<file path="config.mk">
export PLATFORM = sky130hd
export DESIGN_NAME = pstage_guard
export DESIGN_NICKNAME = d
export VERILOG_FILES = /design/src/rtl/pstage_guard_pkg.sv /design/src/rtl/pg_sync.sv /design/src/rtl/pg_olp_track.sv /design/src/rtl/pg_ote_latch.sv /design/src/rtl/pstage_guard.sv
export SDC_FILE = /design/constraint.sdc
export NUM_CORES = 1
export LEC_CHECK = 0
export BUFFER_PORTS_ARGS = -buffer_cell sky130_fd_sc_hd__buf_4
export CAP_MARGIN = 5
export CORE_ASPECT_RATIO = 1.5
export CORE_MARGIN = 1.5
export CORE_UTILIZATION = 45
export CTS_BUF_LIST = sky130_fd_sc_hd__clkbuf_8 sky130_fd_sc_hd__clkbuf_16
export CTS_CLUSTER_SIZE = 14
export DETAILED_ROUTE_END_ITERATION = 10
export GPL_TIMING_DRIVEN = 0
export PLACE_DENSITY = 0.67
export SLEW_MARGIN = 15
export SYNTH_ARGS = -nofsm -noshare
export SYNTH_HDL_FRONTEND = slang
export SYNTH_HIERARCHICAL = 1
export SYNTH_SLANG_ARGS = --single-unit
export TNS_END_PERCENT = 30
</file>
<file path="constraint.sdc">
create_clock -name clk -period 1.9 [get_ports clk]
set_input_delay 0.095 -clock clk [delete_from_list [all_inputs] [get_ports clk]]
set_output_delay 0.095 -clock clk [all_outputs]
set_load 0.02 [all_outputs]
</file>
<file path="src/rtl/pstage_guard_pkg.sv">
package pstage_guard_pkg;
   // Width of the configuration code and the code that selects single-ended outputs.
   localparam int MODE_W = 3;
   localparam logic [MODE_W-1:0] MODE_SINGLE_ENDED = 3'b100;

   function automatic logic is_single_ended(input logic [MODE_W-1:0] code);
      return code == MODE_SINGLE_ENDED;
   endfunction
endpackage

</file>
<file path="src/rtl/pg_sync.sv">
module pg_sync #(
   parameter int W      = 1,
   parameter int STAGES = 2
) (
   input  logic         clk,
   input  logic         rst_n,
   input  logic [W-1:0] d,
   output logic [W-1:0] q
);
   generate
      if (STAGES < 2) begin : g_bad_depth
         $error("pg_sync: STAGES must be at least 2");
      end
      if (W < 1) begin : g_bad_width
         $error("pg_sync: W must be at least 1");
      end
   endgenerate

   logic [W-1:0] chain_q [STAGES];

   always_ff @(posedge clk or negedge rst_n) begin
      if (!rst_n) begin
         for (int i = 0; i < STAGES; i++) chain_q[i] <= '0;
      end else begin
         chain_q[0] <= d;
         for (int i = 1; i < STAGES; i++) chain_q[i] <= chain_q[i-1];
      end
   end

   assign q = chain_q[STAGES-1];
endmodule

</file>
<file path="src/rtl/pg_olp_track.sv">
module pg_olp_track #(
   parameter int OLP_FRAMES = 480
) (
   input  logic clk,
   input  logic rst_n,
   input  logic frame_tick,
   input  logic oc,
   input  logic pair_rst_n,
   input  logic hold,
   input  logic por,
   output logic olp
);
   localparam int CW = (OLP_FRAMES > 2) ? $clog2(OLP_FRAMES) : 1;
   localparam logic [CW-1:0] LAST = CW'(OLP_FRAMES - 1);

   generate
      if (OLP_FRAMES < 2) begin : g_bad_limit
         $error("pg_olp_track: OLP_FRAMES must be at least 2");
      end
   endgenerate

   logic [CW-1:0] cnt_q;
   logic          seen_q;
   logic          olp_q;
   logic          prst_q;
   logic          rst_rise;
   logic          frame_oc;
   logic          freeze;
   logic          declare;

   always_comb begin
      rst_rise = pair_rst_n & ~prst_q;
      frame_oc = seen_q | oc;
      freeze   = por | ~pair_rst_n | olp_q | hold;
      declare  = ~freeze & frame_tick & frame_oc & (cnt_q == LAST);
   end

   always_ff @(posedge clk or negedge rst_n) begin
      if (!rst_n) begin
         cnt_q  <= '0;
         seen_q <= 1'b0;
         olp_q  <= 1'b0;
         prst_q <= 1'b1;
      end else begin
         prst_q <= pair_rst_n;
         if (por || rst_rise)  olp_q <= 1'b0;
         else if (declare)     olp_q <= 1'b1;
         if (freeze) begin
            cnt_q  <= '0;
            seen_q <= 1'b0;
         end else if (frame_tick) begin
            seen_q <= 1'b0;
            if (!frame_oc || declare) cnt_q <= '0;
            else                      cnt_q <= cnt_q + 1'b1;
         end else if (oc) begin
            seen_q <= 1'b1;
         end
      end
   end

   assign olp = olp_q;


   olp_set_on_tick_chk: assert property (@(posedge clk) disable iff (!rst_n)
      $rose(olp_q) |-> $past(frame_tick));

   olp_clear_rule_chk: assert property (@(posedge clk) disable iff (!rst_n)
      $fell(olp_q) |-> $past(rst_rise || por));

   por_clears_olp_chk: assert property (@(posedge clk) disable iff (!rst_n)
      por |=> !olp_q);
endmodule

</file>
<file path="src/rtl/pg_ote_latch.sv">
module pg_ote_latch #(
   parameter int NPAIR = 2
) (
   input  logic             clk,
   input  logic             rst_n,
   input  logic             ote,
   input  logic [NPAIR-1:0] pair_rst_n,
   output logic             ote_lat
);
   logic lat_q;
   logic all_low;

   assign all_low = (pair_rst_n == '0);

   always_ff @(posedge clk or negedge rst_n) begin
      if (!rst_n)       lat_q <= 1'b0;
      else if (ote)     lat_q <= 1'b1;
      else if (all_low) lat_q <= 1'b0;
   end

   assign ote_lat = lat_q;


   ote_clear_rule_chk: assert property (@(posedge clk) disable iff (!rst_n)
      $fell(lat_q) |-> $past(pair_rst_n == '0));
endmodule

</file>
<file path="src/rtl/pstage_guard.sv">
module pstage_guard
   import pstage_guard_pkg::*;
#(
   parameter int NPAIR       = 2,
   parameter int NSUP        = 2,
   parameter int OLP_FRAMES  = 480,
   parameter int SYNC_STAGES = 2
) (
   input  logic              clk,
   input  logic              rst_n,
   input  logic              frame_tick,
   input  logic [NPAIR-1:0]  oc_flag,
   input  logic              otw_flag,
   input  logic              ote_flag,
   input  logic [NSUP-1:0]   uv_flag,
   input  logic              por_flag,
   input  logic [NPAIR-1:0]  pair_rst_n,
   input  logic [MODE_W-1:0] mode,
   output logic [NPAIR-1:0]  hiz_o,
   output logic [NPAIR-1:0]  pulldown_en_o,
   output logic              shutdown_n,
   output logic              warn_n
);
   localparam int FW = NPAIR + NSUP + 3;

   generate
      if (NPAIR < 1) begin : g_bad_pairs
         $error("pstage_guard: NPAIR must be at least 1");
      end
      if (NSUP < 1) begin : g_bad_sup
         $error("pstage_guard: NSUP must be at least 1");
      end
   endgenerate

   logic [FW-1:0]    raw_flags;
   logic [FW-1:0]    syn_flags;
   logic [NPAIR-1:0] oc_s;
   logic [NSUP-1:0]  uv_s;
   logic             otw_s, ote_s, por_s;
   logic             ote_lat;
   logic             uv_any;
   logic             global_flt;
   logic             se_mode;
   logic [NPAIR-1:0] olp;

   assign raw_flags = {por_flag, ote_flag, otw_flag, uv_flag, oc_flag};

   pg_sync #(.W(FW), .STAGES(SYNC_STAGES)) flag_sync_i (
      .clk(clk), .rst_n(rst_n), .d(raw_flags), .q(syn_flags)
   );

   assign oc_s  = syn_flags[NPAIR-1:0];
   assign uv_s  = syn_flags[NPAIR +: NSUP];
   assign otw_s = syn_flags[NPAIR+NSUP];
   assign ote_s = syn_flags[NPAIR+NSUP+1];
   assign por_s = syn_flags[NPAIR+NSUP+2];

   pg_ote_latch #(.NPAIR(NPAIR)) ote_latch_i (
      .clk(clk), .rst_n(rst_n), .ote(ote_s), .pair_rst_n(pair_rst_n), .ote_lat(ote_lat)
   );

   assign uv_any     = |uv_s;
   assign global_flt = ote_lat | uv_any | por_s;
   assign se_mode    = is_single_ended(mode);

   generate
      for (genvar p = 0; p < NPAIR; p++) begin : g_pair
         pg_olp_track #(.OLP_FRAMES(OLP_FRAMES)) olp_i (
            .clk(clk), .rst_n(rst_n), .frame_tick(frame_tick), .oc(oc_s[p]),
            .pair_rst_n(pair_rst_n[p]), .hold(global_flt), .por(por_s), .olp(olp[p])
         );
         assign hiz_o[p]         = ~pair_rst_n[p] | olp[p] | global_flt;
         assign pulldown_en_o[p] = ~pair_rst_n[p] & ~se_mode;


         pulldown_only_hiz_chk: assert property (@(posedge clk) disable iff (!rst_n)
            pulldown_en_o[p] |-> hiz_o[p]);
      end
   endgenerate

   assign shutdown_n = ~(&pair_rst_n) | ~(|olp | global_flt);
   assign warn_n     = ~(otw_s | ote_lat);


   uv_stops_all_chk: assert property (@(posedge clk) disable iff (!rst_n)
      uv_any |-> (&hiz_o));
endmodule

</file>
# ---- Yosys cells after proc, flatten, opt, wreduce, memory -nomap -nowiden
# Index checks and enable logic that the tools add are counted.
dict set report word_totals {
  register_bits 39
  output_inout_bits 6
  elab_cells 88
}
dict set report classes {
  addsub 2
  eq_ne 3
  n_mux 18
  n_bitwise 37
  n_reduce_logical 17
}
# operator n
set ops {}
lappend ops {{9-bit 2-to-1 mux} 6}
lappend ops {{9-bit by 1-bit adder with 9-bit output (second input constant)} 2}
lappend ops {{9-bit == test (second input constant)} 2}
lappend ops {{1-bit bitwise OR} 17}
lappend ops {{1-bit 2-to-1 mux} 12}
lappend ops {{1-bit bitwise AND} 10}
lappend ops {{1-bit NOT} 10}
lappend ops {{2-bit nonzero test} 5}
lappend ops {{3-bit nonzero test} 2}
lappend ops {{1-bit logical OR} 4}
lappend ops {{2-bit OR reduction} 2}
lappend ops {{3-bit == test (second input constant)} 1}
lappend ops {{1-bit zero test} 2}
lappend ops {{2-bit zero test} 1}
lappend ops {{2-bit AND reduction} 1}

# ---- Longest topological paths before layout
# Gate-level depths: netlist of run 1.
dict set report depth {
  depth_word 12
  mapped_depth 8
  ltp_nobuf 6
}

# ---- Hierarchy
# The synthesis of run 1 kept the hierarchy.
# module instances cells_per_inst area_each_um2 seq_area_each_um2
set by_module_without_submodules {}
lappend by_module_without_submodules {pg_olp_track 2 68 640.6 301.5}
lappend by_module_without_submodules {pg_sync 1 21 402.9 350.3}
lappend by_module_without_submodules {pstage_guard 1 9 66.3 0.0}
lappend by_module_without_submodules {pg_ote_latch 1 3 36.3 25.0}

# ---- Worst setup path before layout of run 1
# No wires, ideal clock.
dict set report synth_timing {
  path_type {register to register}
  from {register flag_sync_i.chain_q, in the netlist flag_sync_i/q[3]}
  to {register g_pair[0].olp_i.cnt_q[7]}
  setup_ns 0.090
  arrival_time_ns 1.924
  t_required_ns 1.810
  setup_slack_ns -0.114
  path_stages_with_launch 8
  path_cell_list {dfrtp_1 > buf_4 > nor4_2 > inv_2 > or4b_4 > or2_0 > clkbuf_2 > o221ai_1}
}
dict set report synth_via {
  elab_chain_len 12
  elab_cells_between_ends 13
  cone_classes {mux (3); bitwise (7); reduce/logical (3)}
}
# element line
set synth_rtl {}
lappend synth_rtl {{start: declaration} pg_sync.sv:19} ;# logic [W-1:0] chain_q [STAGES];
lappend synth_rtl {{2-bit OR reduction (*)} pstage_guard.sv:62} ;# assign uv_any = |uv_s;
lappend synth_rtl {{1-bit bitwise OR (*) (2 in a row)} pstage_guard.sv:63} ;# assign global_flt = ote_lat | uv_any | por_s;
lappend synth_rtl {{via global_flt} pstage_guard.sv:42} ;# logic global_flt;
lappend synth_rtl {{1-bit bitwise OR (*)} pg_olp_track.sv:34} ;# freeze = por | ~pair_rst_n | olp_q | hold;
lappend synth_rtl {{1-bit NOT} pg_olp_track.sv:35} ;# declare = ~freeze & frame_tick & frame_oc & (cnt_q == LAST);
lappend synth_rtl {{1-bit bitwise AND (3 in a row)} pg_olp_track.sv:35}
lappend synth_rtl {{1-bit logical OR} pg_olp_track.sv:53} ;# if (!frame_oc || declare) cnt_q <= '0;
lappend synth_rtl {{9-bit 2-to-1 mux} pg_olp_track.sv:53}
lappend synth_rtl {{9-bit 2-to-1 mux} pg_olp_track.sv:51} ;# end else if (frame_tick) begin
lappend synth_rtl {{9-bit 2-to-1 mux} pg_olp_track.sv:48} ;# if (freeze) begin
lappend synth_rtl {{end signal: assignment} pg_olp_track.sv:54} ;# else cnt_q <= cnt_q + 1'b1;
lappend synth_rtl {{end: declaration} pg_olp_track.sv:22} ;# logic [CW-1:0] cnt_q;
# The timed path passes the listed nets; every way through them passes the cells marked *. The select of a mux whose other input is x is not followed.
# A chain may end at the register's enable or synchronous reset.

# ---- Worst setup path after layout of run 1
dict set report layout_timing {
  from {register flag_sync_i.chain_q, in the netlist flag_sync_i/q[6]}
  to {register g_pair[1].olp_i.cnt_q[6]}
}
dict set report layout_via {
  elab_cells_between_ends 13
  cone_classes {mux (3); bitwise (8); reduce/logical (2)}
}
# element line
set layout_lines {}
lappend layout_lines {{1-bit bitwise OR (*)} pstage_guard.sv:63}
lappend layout_lines {{via global_flt} pstage_guard.sv:42}
lappend layout_lines {{1-bit bitwise OR (*)} pg_olp_track.sv:34}
lappend layout_lines {{1-bit NOT} pg_olp_track.sv:35}
lappend layout_lines {{1-bit bitwise AND (3 in a row)} pg_olp_track.sv:35}
lappend layout_lines {{1-bit logical OR} pg_olp_track.sv:53}
lappend layout_lines {{9-bit 2-to-1 mux} pg_olp_track.sv:53}
lappend layout_lines {{9-bit 2-to-1 mux} pg_olp_track.sv:51}
lappend layout_lines {{9-bit 2-to-1 mux} pg_olp_track.sv:48}
lappend layout_lines {{end signal: assignment} pg_olp_track.sv:54}
lappend layout_lines {{end: declaration} pg_olp_track.sv:22}
# Marks and branches as above.

==> results of run 1 <==
==> layout make-up <==
| class | count | area [um2] | share of cell area, % |
|---|---|---|---|
| Sequential cell | 39 | 979.7 | 40.28 |
| Tap cell | 43 | 53.80 | 2.212 |
| Clock buffer | 5 | 68.82 | 2.829 |
| Inverter | 9 | 33.78 | 1.389 |
| Buffer | 10 | 92.59 | 3.807 |
| Multi-Input combinational cell | 108 | 822.0 | 33.80 |
| Clock inverter | 3 | 63.81 | 2.623 |
| Timing Repair Buffer | 38 | 317.8 | 13.07 |
==> power by group through the flow <==
stage | clock network (uW) | registers (uW) | logic (uW)
5_1_grt | 861 | 861 | 118
3_5_place_dp | 0 | 873 | 91.5
2_1_floorplan | 0 | 871 | 36.5
4_1_cts | 810 | 858 | 105
3_3_place_gp | 0 | 872 | 88.8
6_report | 791 | 859 | 106
==> metal layers <==
metal / routed length, um / part of all wire [%] / vias to the layer above
met1: 1554 / 40 / 722
met2: 2166 / 55 / 39
met3: 133 / 3.4 / 9
li1: - / - / 691
met5: 0 / 0 / -
met4: 63 / 1.6 / 0
==> layout by cell type (no fill, tap or decap), types with 5 or more instances in the layout <==
cell | Yosys | final
sky130_fd_sc_hd__buf_4 | 7 | 30
sky130_fd_sc_hd__dfrtp_1 | 37 | 36
sky130_fd_sc_hd__o21ai_0 | 12 | 8
sky130_fd_sc_hd__dlygate4sd3_1 | 0 | 10
sky130_fd_sc_hd__inv_1 | 8 | 9
sky130_fd_sc_hd__nand2_1 | 8 | 8
sky130_fd_sc_hd__a31oi_1 | 14 | 9
sky130_fd_sc_hd__clkbuf_8 | 0 | 5
sky130_fd_sc_hd__nand3_1 | 14 | 12
sky130_fd_sc_hd__nor2_1 | 13 | 12
sky130_fd_sc_hd__o21ai_1 | 1 | 5
==> worst min-delay path by stage <==
stage	from	to	slack (ns)	cells past startpoint
floorplan	rst_n	flag_sync_i/chain_q[10]	-0.20	0
global placement	rst_n	ote_latch_i/ote_lat	0.09	1
detailed placement	rst_n	flag_sync_i/q[4]	0.09	1
CTS	frame_tick	g_pair[1].olp_i/cnt_q[0]	0.16	4
global route	frame_tick	g_pair[0].olp_i/cnt_q[0]	0.17	4
finish	frame_tick	g_pair[0].olp_i/cnt_q[0]	0.16	4
==> tightest hold or removal path, cell delays in order <==
cell and delay, ns:
sky130_fd_sc_hd__buf_4 0.11, sky130_fd_sc_hd__nor2_1 0.07, sky130_fd_sc_hd__nand2_1 0.06, sky130_fd_sc_hd__o21ai_1 0.06
==> sequential cells by signal, indices dropped and copies added, names as in the netlist <==
register	flops
g_pair.olp_i/cnt_q	18
ote_latch_i/ote_lat	1
g_pair.olp_i/seen_q	2
flag_sync_i/q	7
flag_sync_i/chain_q	7
g_pair.olp_i/prst_q	2
g_pair.olp_i/olp	2
==> logic make-up (layout without fill, tap and decap cells) <==
kind of cell	after synthesis	count (layout)
simple gates	66	66
buf+inv	22	65
fa+ha+maj	2	2
compound gates	40	40
flops	39	39
==> through the flow <==
step                      total power, uW  instances  hold WS (ns)
after floorplan                     907.6        169       -0.2006
after global placement              960.8        232       0.08679
after detailed placement            964.5        232       0.09230
after CTS                            1773        253        0.1607
after global routing                 1840        255        0.1732
final                                1757        255        0.1598
==> repair_timing <==
item | CTS | global route
hold buffers | 10 | 0
setup endpoints to repair | 21 | 22
cloned | 1 | 0
resized for setup | 11 | 24
hold endpoints to repair | 46 | 0
setup buffers | 4 | 3
pin swaps | 7 | 8
==> out/metrics.csv, run 1 <==
metric;value;unit
area growth from synthesis to layout;36.13;%
Buf+Inv Stages, Crit Path;2;
count of fill cells added during filler insertion;287;
cell class contributing the biggest share of worst-path delay;simple AND/OR/NAND/NOR gates;
number of global-route vias before repair;1425;
minimum clock period;2.048;ns
most numerous cell types in the synthesized netlist;37 x sky130_fd_sc_hd__dfrtp_1, 14 x sky130_fd_sc_hd__a31oi_1, 14 x sky130_fd_sc_hd__nand3_1;
clock root buffer master;sky130_fd_sc_hd__clkbuf_8;
number of instances in the synthesized netlist;169;
Buffers on Ports;20;
fraction of the mapped netlist area in compound gates;14.50;%
chip width;54.45;um
status;finished with violations;
leakage power figure;0.001021;uW
max_slew headroom;65.53;%
met3 Resource Use GR;5.204;%
flop and latch count out of synthesis;39;
weighted congestion reported at the end of routability-driven placement;0.7900;
number of flops mapped to enable cells by yosys;0;
area share of the largest cell type after synthesis;51.82;%
pwr dens;722.4;nW/um2
Synth cell types;33;
netlist area before placement;1787;um2
number of antenna violations at the first check in global routing;0;
Most Used Layer, Global Route;met2;
wire length of the first global-routing pass;6.196;mm
Yosys warning count;6;
reg2reg end;g_pair[1].olp_i/cnt_q[6];
grt ovf;0;
floorplan die height;80.17;um
worst hold path type;input port to flip-flop;
Core Area;3750;um2
Power Internal;1425;uW
maximum single-stage delay on the critical path;0.53;ns
register area share after synthesis;54.76;%
iteration-0 DRC count of the detailed router;35;
Async SR Flop Fraction;100.0;%
data arrival at the endpoint of the critical path;2.26;ns
CTS Buffer Depth;2;
worst slack, placed;-0.2166;ns
unrepaired setup endpoints after global routing;true;
post-synthesis cell type with the largest combined area;sky130_fd_sc_hd__dfrtp_1;
overall fraction of global-route tracks in use;19.50;%
maximum capacitance violations;0;
Req. time, crit path;2.11;ns
sw power;331.6;uW
sequential group share of total power;48.9;%
startpoint of the most critical setup path;flag_sync_i/q[6];
Layout Cell Area excl Fill;2432;um2
launching element type of the critical path;flip-flop;
via count normalized by instance count;5.729;
final core occ;64.86;%
clock buffer count from CTS;5;
Final Cycle Share;107.8;%
critical path depth;7;
number of levels in the clock H-tree;2;
Critical Path Slowest Stage Cell;sky130_fd_sc_hd__or4b_4;
row count;27;
Max Transition Viols Final;0;
main flop type after synthesis;sky130_fd_sc_hd__dfrtp_1;
via total after detailed routing;1461;
total wire length after detailed routing;3.917;mm
maximum number of pins on one net before global-route repair;40;
wire per inst;15.36;um
Num Clock Sinks;39;
final HPWL from detailed placement;2.501;mm
Antenna Diode Count;0;
violated checks;negative setup slack;
launching point of the worst reg2reg path;flag_sync_i/q[6];
R2R setup slack;-0.15;ns
insertion delay of the later-clocked pin in the worst-skew pair;0.29;ns
Post-Synth Adder-Cell Area;1.401;%
post-synthesis simple-gate area fraction;22.13;%
cells along the critical path;nor4_4 > inv_2 > or4b_4 > nor2_4 > buf_6 > nand3_2 > a31oi_4;
capturing element of the worst setup path;g_pair[1].olp_i/cnt_q[6];
Critical Path End Type;flip-flop;
area after detailed placement;2003;um2
layout net count;228;
Critical Setup Path Class;flip-flop to flip-flop;
multiplexer fraction of the synthesized cell area;0;%
maximum net fanout on the critical path;5;
final hold violations;0;
overall die area;4365;um2
depth of the worst register-to-register path;7;
Top Ports;21;
share of cells above drive strength 1;36.32;%
maximum vdd ir drop;877.9;uV
TritonCTS clock tree;yes;
total negative setup slack;-1.401;ns
Net Count, Synth;186;
post-route setup slack;-0.1477;ns
count leader, synth;sky130_fd_sc_hd__dfrtp_1;
DRT Pass-1 Iters;5;
initial core utilization;47.65;%
fmax;488.3;MHz
met1 GRT Util;21.75;%
routing usage on met2;34.22;%
fraction of power spent switching nets;18.87;%
relative contribution of the clock network to total power;45.0;%
ranking of synthesized cells by area;sky130_fd_sc_hd__dfrtp_1 52%, sky130_fd_sc_hd__a31oi_1 4.9%, sky130_fd_sc_hd__nand3_1 3.9%;
share of power burned in combinational logic;6.1;%
worst clock skew;0.008605;ns
Slew @ Worst Pin;0.5116;ns
final setup violation count;17;
main combinational cell family by area after synthesis;simple AND/OR/NAND/NOR gates;
average size of a mapped cell;10.57;um2
xor and xnor fraction of the mapped netlist area;0;%
count of antenna-violating nets left after detailed routing;0;
final routed DRC violation total;0;
clk slew on worst S/H paths;0.08;ns
Power figures use the tool's default switching activity.
==> run 2, diff against run 1 <==
--- a/config.mk
+++ b/config.mk
@@ -15,7 +15,7 @@
 export DETAILED_ROUTE_END_ITERATION = 10
 export GPL_TIMING_DRIVEN = 0
 export PLACE_DENSITY = 0.67
-export SLEW_MARGIN = 15
+export SKIP_CTS_REPAIR_TIMING = 1
 export SYNTH_ARGS = -nofsm -noshare
 export SYNTH_HDL_FRONTEND = slang
 export SYNTH_HIERARCHICAL = 1
==> out/metrics.csv, run 2 (synthesis results as in run 1) <==
metric;value;unit;change
register containing the most flip-flops in the final layout;g_pair.olp_i/cnt_q;;
overall fraction of global-route tracks in use;18.45;%;-1.0 points
maximum capacitance violations;0;;unchanged
Slew @ Worst Pin;0.4964;ns;-0.01524 ns
insertion delay of the later-clocked pin in the worst-skew pair;0.29;ns;about the same
total wire length after detailed routing;3.572;mm;-8.8%
share of power burned in combinational logic;5.8;%;-0.3 points
cells along the critical path;nor4_4 > inv_2 > or4b_4 > or2_0 > buf_4 > a31oi_1;;
share of cells above drive strength 1;28.99;%;-7.3 points
leakage power figure;0.0009788;uW;-4.1%
row count;27;;unchanged
pwr dens;772.7;nW/um2;+7.0%
Critical Setup Path Class;flip-flop to flip-flop;;
worst slack, placed;-0.2166;ns;unchanged
worst clock skew;0.009642;ns;+0.001038 ns
final hold violations;0;;unchanged
clock root buffer master;sky130_fd_sc_hd__clkbuf_8;;
via count normalized by instance count;5.676;;-0.93%
wire per inst;14.29;um;-7.0%
max_slew headroom;66.56;%;+1.0 points
post-route setup slack;-0.1660;ns;-0.01828 ns
worst hold path type;input port to flip-flop;;
CTS Buffer Depth;2;;unchanged
Power Internal;1422;uW;-0.22%
number of antenna violations at the first check in global routing;0;;unchanged
TritonCTS clock tree;yes;;
status;finished with violations;;
Top Ports;21;;unchanged
initial core utilization;47.65;%;unchanged
Buffers on Ports;20;;unchanged
Req. time, crit path;2.11;ns;about the same
weighted congestion reported at the end of routability-driven placement;0.7900;;unchanged
minimum clock period;2.066;ns;+0.01828 ns
most used cells in the layout excluding fill and tap cells;37 x sky130_fd_sc_hd__dfrtp_1, 28 x sky130_fd_sc_hd__buf_4, 14 x sky130_fd_sc_hd__nand3_1, 14 x sky130_fd_sc_hd__a31oi_1, 13 x sky130_fd_sc_hd__nor2_1;;
fmax;484.0;MHz;-0.89%
final setup violation count;16;;-1
Core Area;3750;um2;unchanged
iteration-0 DRC count of the detailed router;69;;+97%
violated checks;negative setup slack;;
data arrival at the endpoint of the critical path;2.27;ns;about the same
clock buffer count from CTS;5;;unchanged
total negative setup slack;-1.609;ns;-0.2074 ns
Antenna Diode Count;0;;unchanged
via total after detailed routing;1419;;-2.9%
final core occ;60.49;%;-4.4 points
Critical Path End Type;flip-flop;;
clk slew on worst S/H paths;0.08;ns;about the same
Final Cycle Share;108.7;%;+0.96 points
sequential group share of total power;48.9;%;about the same
relative contribution of the clock network to total power;45.3;%;+0.3 points
post-route worst hold slack;0.1607;ns;+0.0008340 ns
grt ovf;0;;unchanged
max FFs per register;18;;unchanged
launching element type of the critical path;flip-flop;;
chip width;54.45;um;unchanged
maximum net fanout on the critical path;7;;+2
Layout Cell Area excl Fill;2268;um2;-6.7%
layout net count;223;;-2.2%
final routed DRC violation total;0;;unchanged
DRT Pass-1 Iters;4;;-1
most common cell after layout, fill and taps aside;sky130_fd_sc_hd__dfrtp_1;;
maximum number of pins on one net before global-route repair;40;;unchanged
wire length of the first global-routing pass;5.858;mm;-5.5%
overall die area;4365;um2;unchanged
floorplan die height;80.17;um;unchanged
count of antenna-violating nets left after detailed routing;0;;unchanged
sw power;330.5;uW;-0.31%
fraction of power spent switching nets;18.86;%;about the same
Num Clock Sinks;39;;unchanged
Max Transition Viols Final;0;;unchanged
maximum vdd ir drop;877.5;uV;about the same
Critical Path Slowest Stage Cell;sky130_fd_sc_hd__or4b_4;;
area growth from synthesis to layout;26.96;%;
number of global-route vias before repair;1384;;-2.9%
maximum single-stage delay on the critical path;0.57;ns;+0.04 ns
final HPWL from detailed placement;2.501;mm;unchanged
number of levels in the clock H-tree;2;;unchanged
area after detailed placement;2003;um2;unchanged
unrepaired setup endpoints after global routing;true;;
## run 2: changes by cell type in the layout (fill, tap and decap cells not counted), sizes merged
cell  before  now
buf       38   33
## run 2: critical path: cells and delay by family, from the launching register on
kind            cells  cell delay, ns
flops               1            0.39
simple gates        3            1.16
buf+inv             2            0.26
compound gates      1            0.18
## run 2: worst paths after layout
path / from / cells after the start / to / slack (ns)
min: frame_tick / 4 / g_pair[0].olp_i/cnt_q[0] / 0.16
min reg2reg: flag_sync_i/chain_q[11] / 0 / flag_sync_i/q[4] / 0.35
min in group asynchronous: rst_n / 2 / g_pair[1].olp_i/olp / 0.31
max: flag_sync_i/q[2] / 6 / g_pair[1].olp_i/cnt_q[6] / -0.17
max in group asynchronous: rst_n / 2 / g_pair[1].olp_i/prst_q / 1.23
max reg2reg: flag_sync_i/q[2] / 6 / g_pair[1].olp_i/cnt_q[6] / -0.17
## run 2: layout make-up
cell class | instances | area (um2)
Fill cell | 315 | 1481
Sequential cell | 39 | 978.4
Multi-Input combinational cell | 108 | 721.9
Timing Repair Buffer | 32 | 265.3
Buffer | 11 | 82.58
Clock buffer | 5 | 68.82
Clock inverter | 3 | 63.81
Tap cell | 43 | 53.80
Inverter | 9 | 33.78
## run 2: routing by layer
layer | global-route usage, % | vias to the layer above | share of wire, % | wire length (um)
met5 | 0 | - | 0 | 0
met4 | 6.750 | 0 | 1.0 | 36
met3 | 5.204 | 5 | 3.1 | 111
met2 | 32.53 | 23 | 55 | 1966
met1 | 20.07 | 709 | 41 | 1457
li1 | - | 682 | - | -
## run 2: metrics by stage
step / power, uW / std cells
floorplan: 907.6 / 169
global placement: 960.8 / 232
detailed placement: 964.5 / 232
CTS: 1759 / 240
global route: 1831 / 250
finish: 1753 / 250
## run 2: power by group through the flow
| stage | sequential (uW) | clock, uW | combinational, uW |
|---|---|---|---|
| 2_1_floorplan | 871 | 0 | 36.5 |
| 3_5_place_dp | 873 | 0 | 91.5 |
| 6_report | 858 | 793 | 102 |
| 4_1_cts | 857 | 810 | 92.0 |
| 3_3_place_gp | 872 | 0 | 88.8 |
| 5_1_grt | 860 | 857 | 114 |
==> run 3, diff against run 2 <==
--- a/config.mk
+++ b/config.mk
@@ -10,7 +10,6 @@
 export CORE_ASPECT_RATIO = 1.5
 export CORE_MARGIN = 1.5
 export CORE_UTILIZATION = 45
-export CTS_BUF_LIST = sky130_fd_sc_hd__clkbuf_8 sky130_fd_sc_hd__clkbuf_16
 export CTS_CLUSTER_SIZE = 14
 export DETAILED_ROUTE_END_ITERATION = 10
 export GPL_TIMING_DRIVEN = 0
==> out/metrics.csv, run 3 (synthesis results as in run 1) <==
metric;value;unit;change
status;finished with violations;;
violated checks;negative setup slack;;
Top Ports;21;;unchanged
initial core utilization;47.65;%;unchanged
Req. time, crit path;2.11;ns;about the same
unrepaired setup endpoints after global routing;true;;
grt ovf;0;;unchanged
Antenna Diode Count;0;;unchanged
insertion delay of the later-clocked pin in the worst-skew pair;0.29;ns;about the same
fmax;483.9;MHz;about the same
number of antenna violations at the first check in global routing;0;;unchanged
floorplan die height;80.17;um;unchanged
Max Transition Viols Final;0;;unchanged
sequential group share of total power;48.8;%;about the same
overall die area;4365;um2;unchanged
Slew @ Worst Pin;0.4964;ns;unchanged
register containing the most flip-flops in the final layout;g_pair.olp_i/cnt_q;;
depth of the worst register-to-register path;6;;unchanged
clock buffer count from CTS;5;;unchanged
cells along the critical path;nor4_4 > inv_2 > or4b_4 > or2_0 > buf_4 > a31oi_1;;
Critical Setup Path Class;flip-flop to flip-flop;;
worst clock skew;0.009348;ns;-0.0002940 ns
R2R setup slack;-0.17;ns;about the same
Num Clock Sinks;39;;unchanged
Buffers on Ports;20;;unchanged
worst slack, placed;-0.2166;ns;unchanged
area after detailed placement;2003;um2;unchanged
sw power;330.1;uW;-0.12%
max_slew headroom;66.56;%;unchanged
area growth from synthesis to layout;26.96;%;unchanged
weighted congestion reported at the end of routability-driven placement;0.7900;;unchanged
relative contribution of the clock network to total power;45.4;%;about the same
count of antenna-violating nets left after detailed routing;0;;unchanged
launching element type of the critical path;flip-flop;;
maximum single-stage delay on the critical path;0.57;ns;about the same
DRT Pass-1 Iters;4;;unchanged
row count;27;;unchanged
maximum capacitance violations;0;;unchanged
post-route setup slack;-0.1665;ns;-0.0004660 ns
max FFs per register;18;;unchanged
maximum number of pins on one net before global-route repair;40;;unchanged
final routed DRC violation total;0;;unchanged
Power Internal;1428;uW;+0.38%
most common cell after layout, fill and taps aside;sky130_fd_sc_hd__dfrtp_1;;
wire per inst;14.37;um;+0.56%
overall fraction of global-route tracks in use;18.45;%;unchanged
Critical Path End Type;flip-flop;;
Core Area;3750;um2;unchanged
most used cells in the layout excluding fill and tap cells;37 x sky130_fd_sc_hd__dfrtp_1, 28 x sky130_fd_sc_hd__buf_4, 14 x sky130_fd_sc_hd__nand3_1, 14 x sky130_fd_sc_hd__a31oi_1, 13 x sky130_fd_sc_hd__nor2_1;;
fraction of power spent switching nets;18.78;%;-0.076 points
total wire length after detailed routing;3.592;mm;+0.56%
minimum clock period;2.066;ns;+0.0004660 ns
number of cells on the worst hold path;4;;unchanged
share of power burned in combinational logic;5.8;%;about the same
clk slew on worst S/H paths;0.08;ns;about the same
wire length of the first global-routing pass;5.858;mm;unchanged
final HPWL from detailed placement;2.501;mm;unchanged
via count normalized by instance count;5.720;;+0.78%
clock root buffer master;sky130_fd_sc_hd__clkbuf_8;;
chip width;54.45;um;unchanged
CTS Buffer Depth;2;;unchanged
maximum net fanout on the critical path;7;;unchanged
final hold violations;0;;unchanged
via total after detailed routing;1430;;+0.78%
number of levels in the clock H-tree;2;;unchanged
data arrival at the endpoint of the critical path;2.27;ns;about the same
Critical Path Slowest Stage Cell;sky130_fd_sc_hd__or4b_4;;
maximum vdd ir drop;877.5;uV;about the same
iteration-0 DRC count of the detailed router;65;;-5.8%
number of global-route vias before repair;1384;;unchanged
TritonCTS clock tree;yes;;
share of cells above drive strength 1;28.99;%;unchanged
Layout Cell Area excl Fill;2268;um2;unchanged
worst hold path type;input port to flip-flop;;
leakage power figure;0.0009746;uW;-0.42%
final setup violation count;17;;+1
Final Cycle Share;108.8;%;about the same
final core occ;60.49;%;unchanged
pwr dens;774.9;nW/um2;+0.28%
layout net count;223;;unchanged
[run 3: changes by cell type in the layout (fill, tap and decap cells not counted)]
cell / change
sky130_fd_sc_hd__clkbuf_1: +1
sky130_fd_sc_hd__inv_1: -1
[run 3: final timing paths]
check	startpoint	endpoint
setup / recovery	flag_sync_i/q[2]	g_pair[1].olp_i/cnt_q[6]
hold / removal	frame_tick	g_pair[0].olp_i/cnt_q[0]
setup reg to reg	flag_sync_i/q[2]	g_pair[1].olp_i/cnt_q[6]
hold reg to reg	flag_sync_i/chain_q[11]	flag_sync_i/q[4]
max in group asynchronous	rst_n	g_pair[1].olp_i/prst_q
min in group asynchronous	rst_n	g_pair[1].olp_i/olp
[run 3: cell type report]
class,count,area [um2]
fillers,315,1481
flip-flops and latches,39,978.4
multi-input cells,108,721.9
repair buffers,32,265.3
plain buffers,11,82.58
clock buffers,6,72.57
clock inverters,2,60.06
well taps,43,53.80
inverters,9,33.78
[run 3: power groups by stage]
stage	Combinational [uW]	Clock, uW	Sequential, uW
after floorplan	36.5	0	871
after global placement	88.8	0	872
after detailed placement	91.5	0	873
after CTS	92.0	815	857
after global routing	114	862	860
final	102	798	858
[run 3: layer usage]
layer | global-route usage (%) | wire [um] | vias to the layer above
met5 | 0 | 0 | -
met4 | 6.750 | 36 | 0
met3 | 5.204 | 132 | 5
met2 | 32.53 | 1962 | 32
met1 | 20.07 | 1460 | 713
li1 | - | - | 680
[run 3: critical path: cells and delay by family, from the launching register on]
kind,cells,cell delay (ns)
buffers and inverters,2,0.26
AOI/OAI and AO/OA,1,0.18
DFF,1,0.39
and+or+nand+nor,3,1.16
[run 3: stage by stage]
stage / cells / hold slack (ns) / TNS, ns / total power, uW
after floorplan: 169 / -0.2006 / -0.5708 / 907.6
after global placement: 232 / 0.08679 / -2.533 / 960.8
after detailed placement: 232 / 0.09230 / -3.134 / 964.5
after CTS: 240 / -0.2181 / -3.727 / 1764
after global routing: 250 / 0.1694 / -3.870 / 1836
final: 250 / 0.1608 / -1.648 / 1758
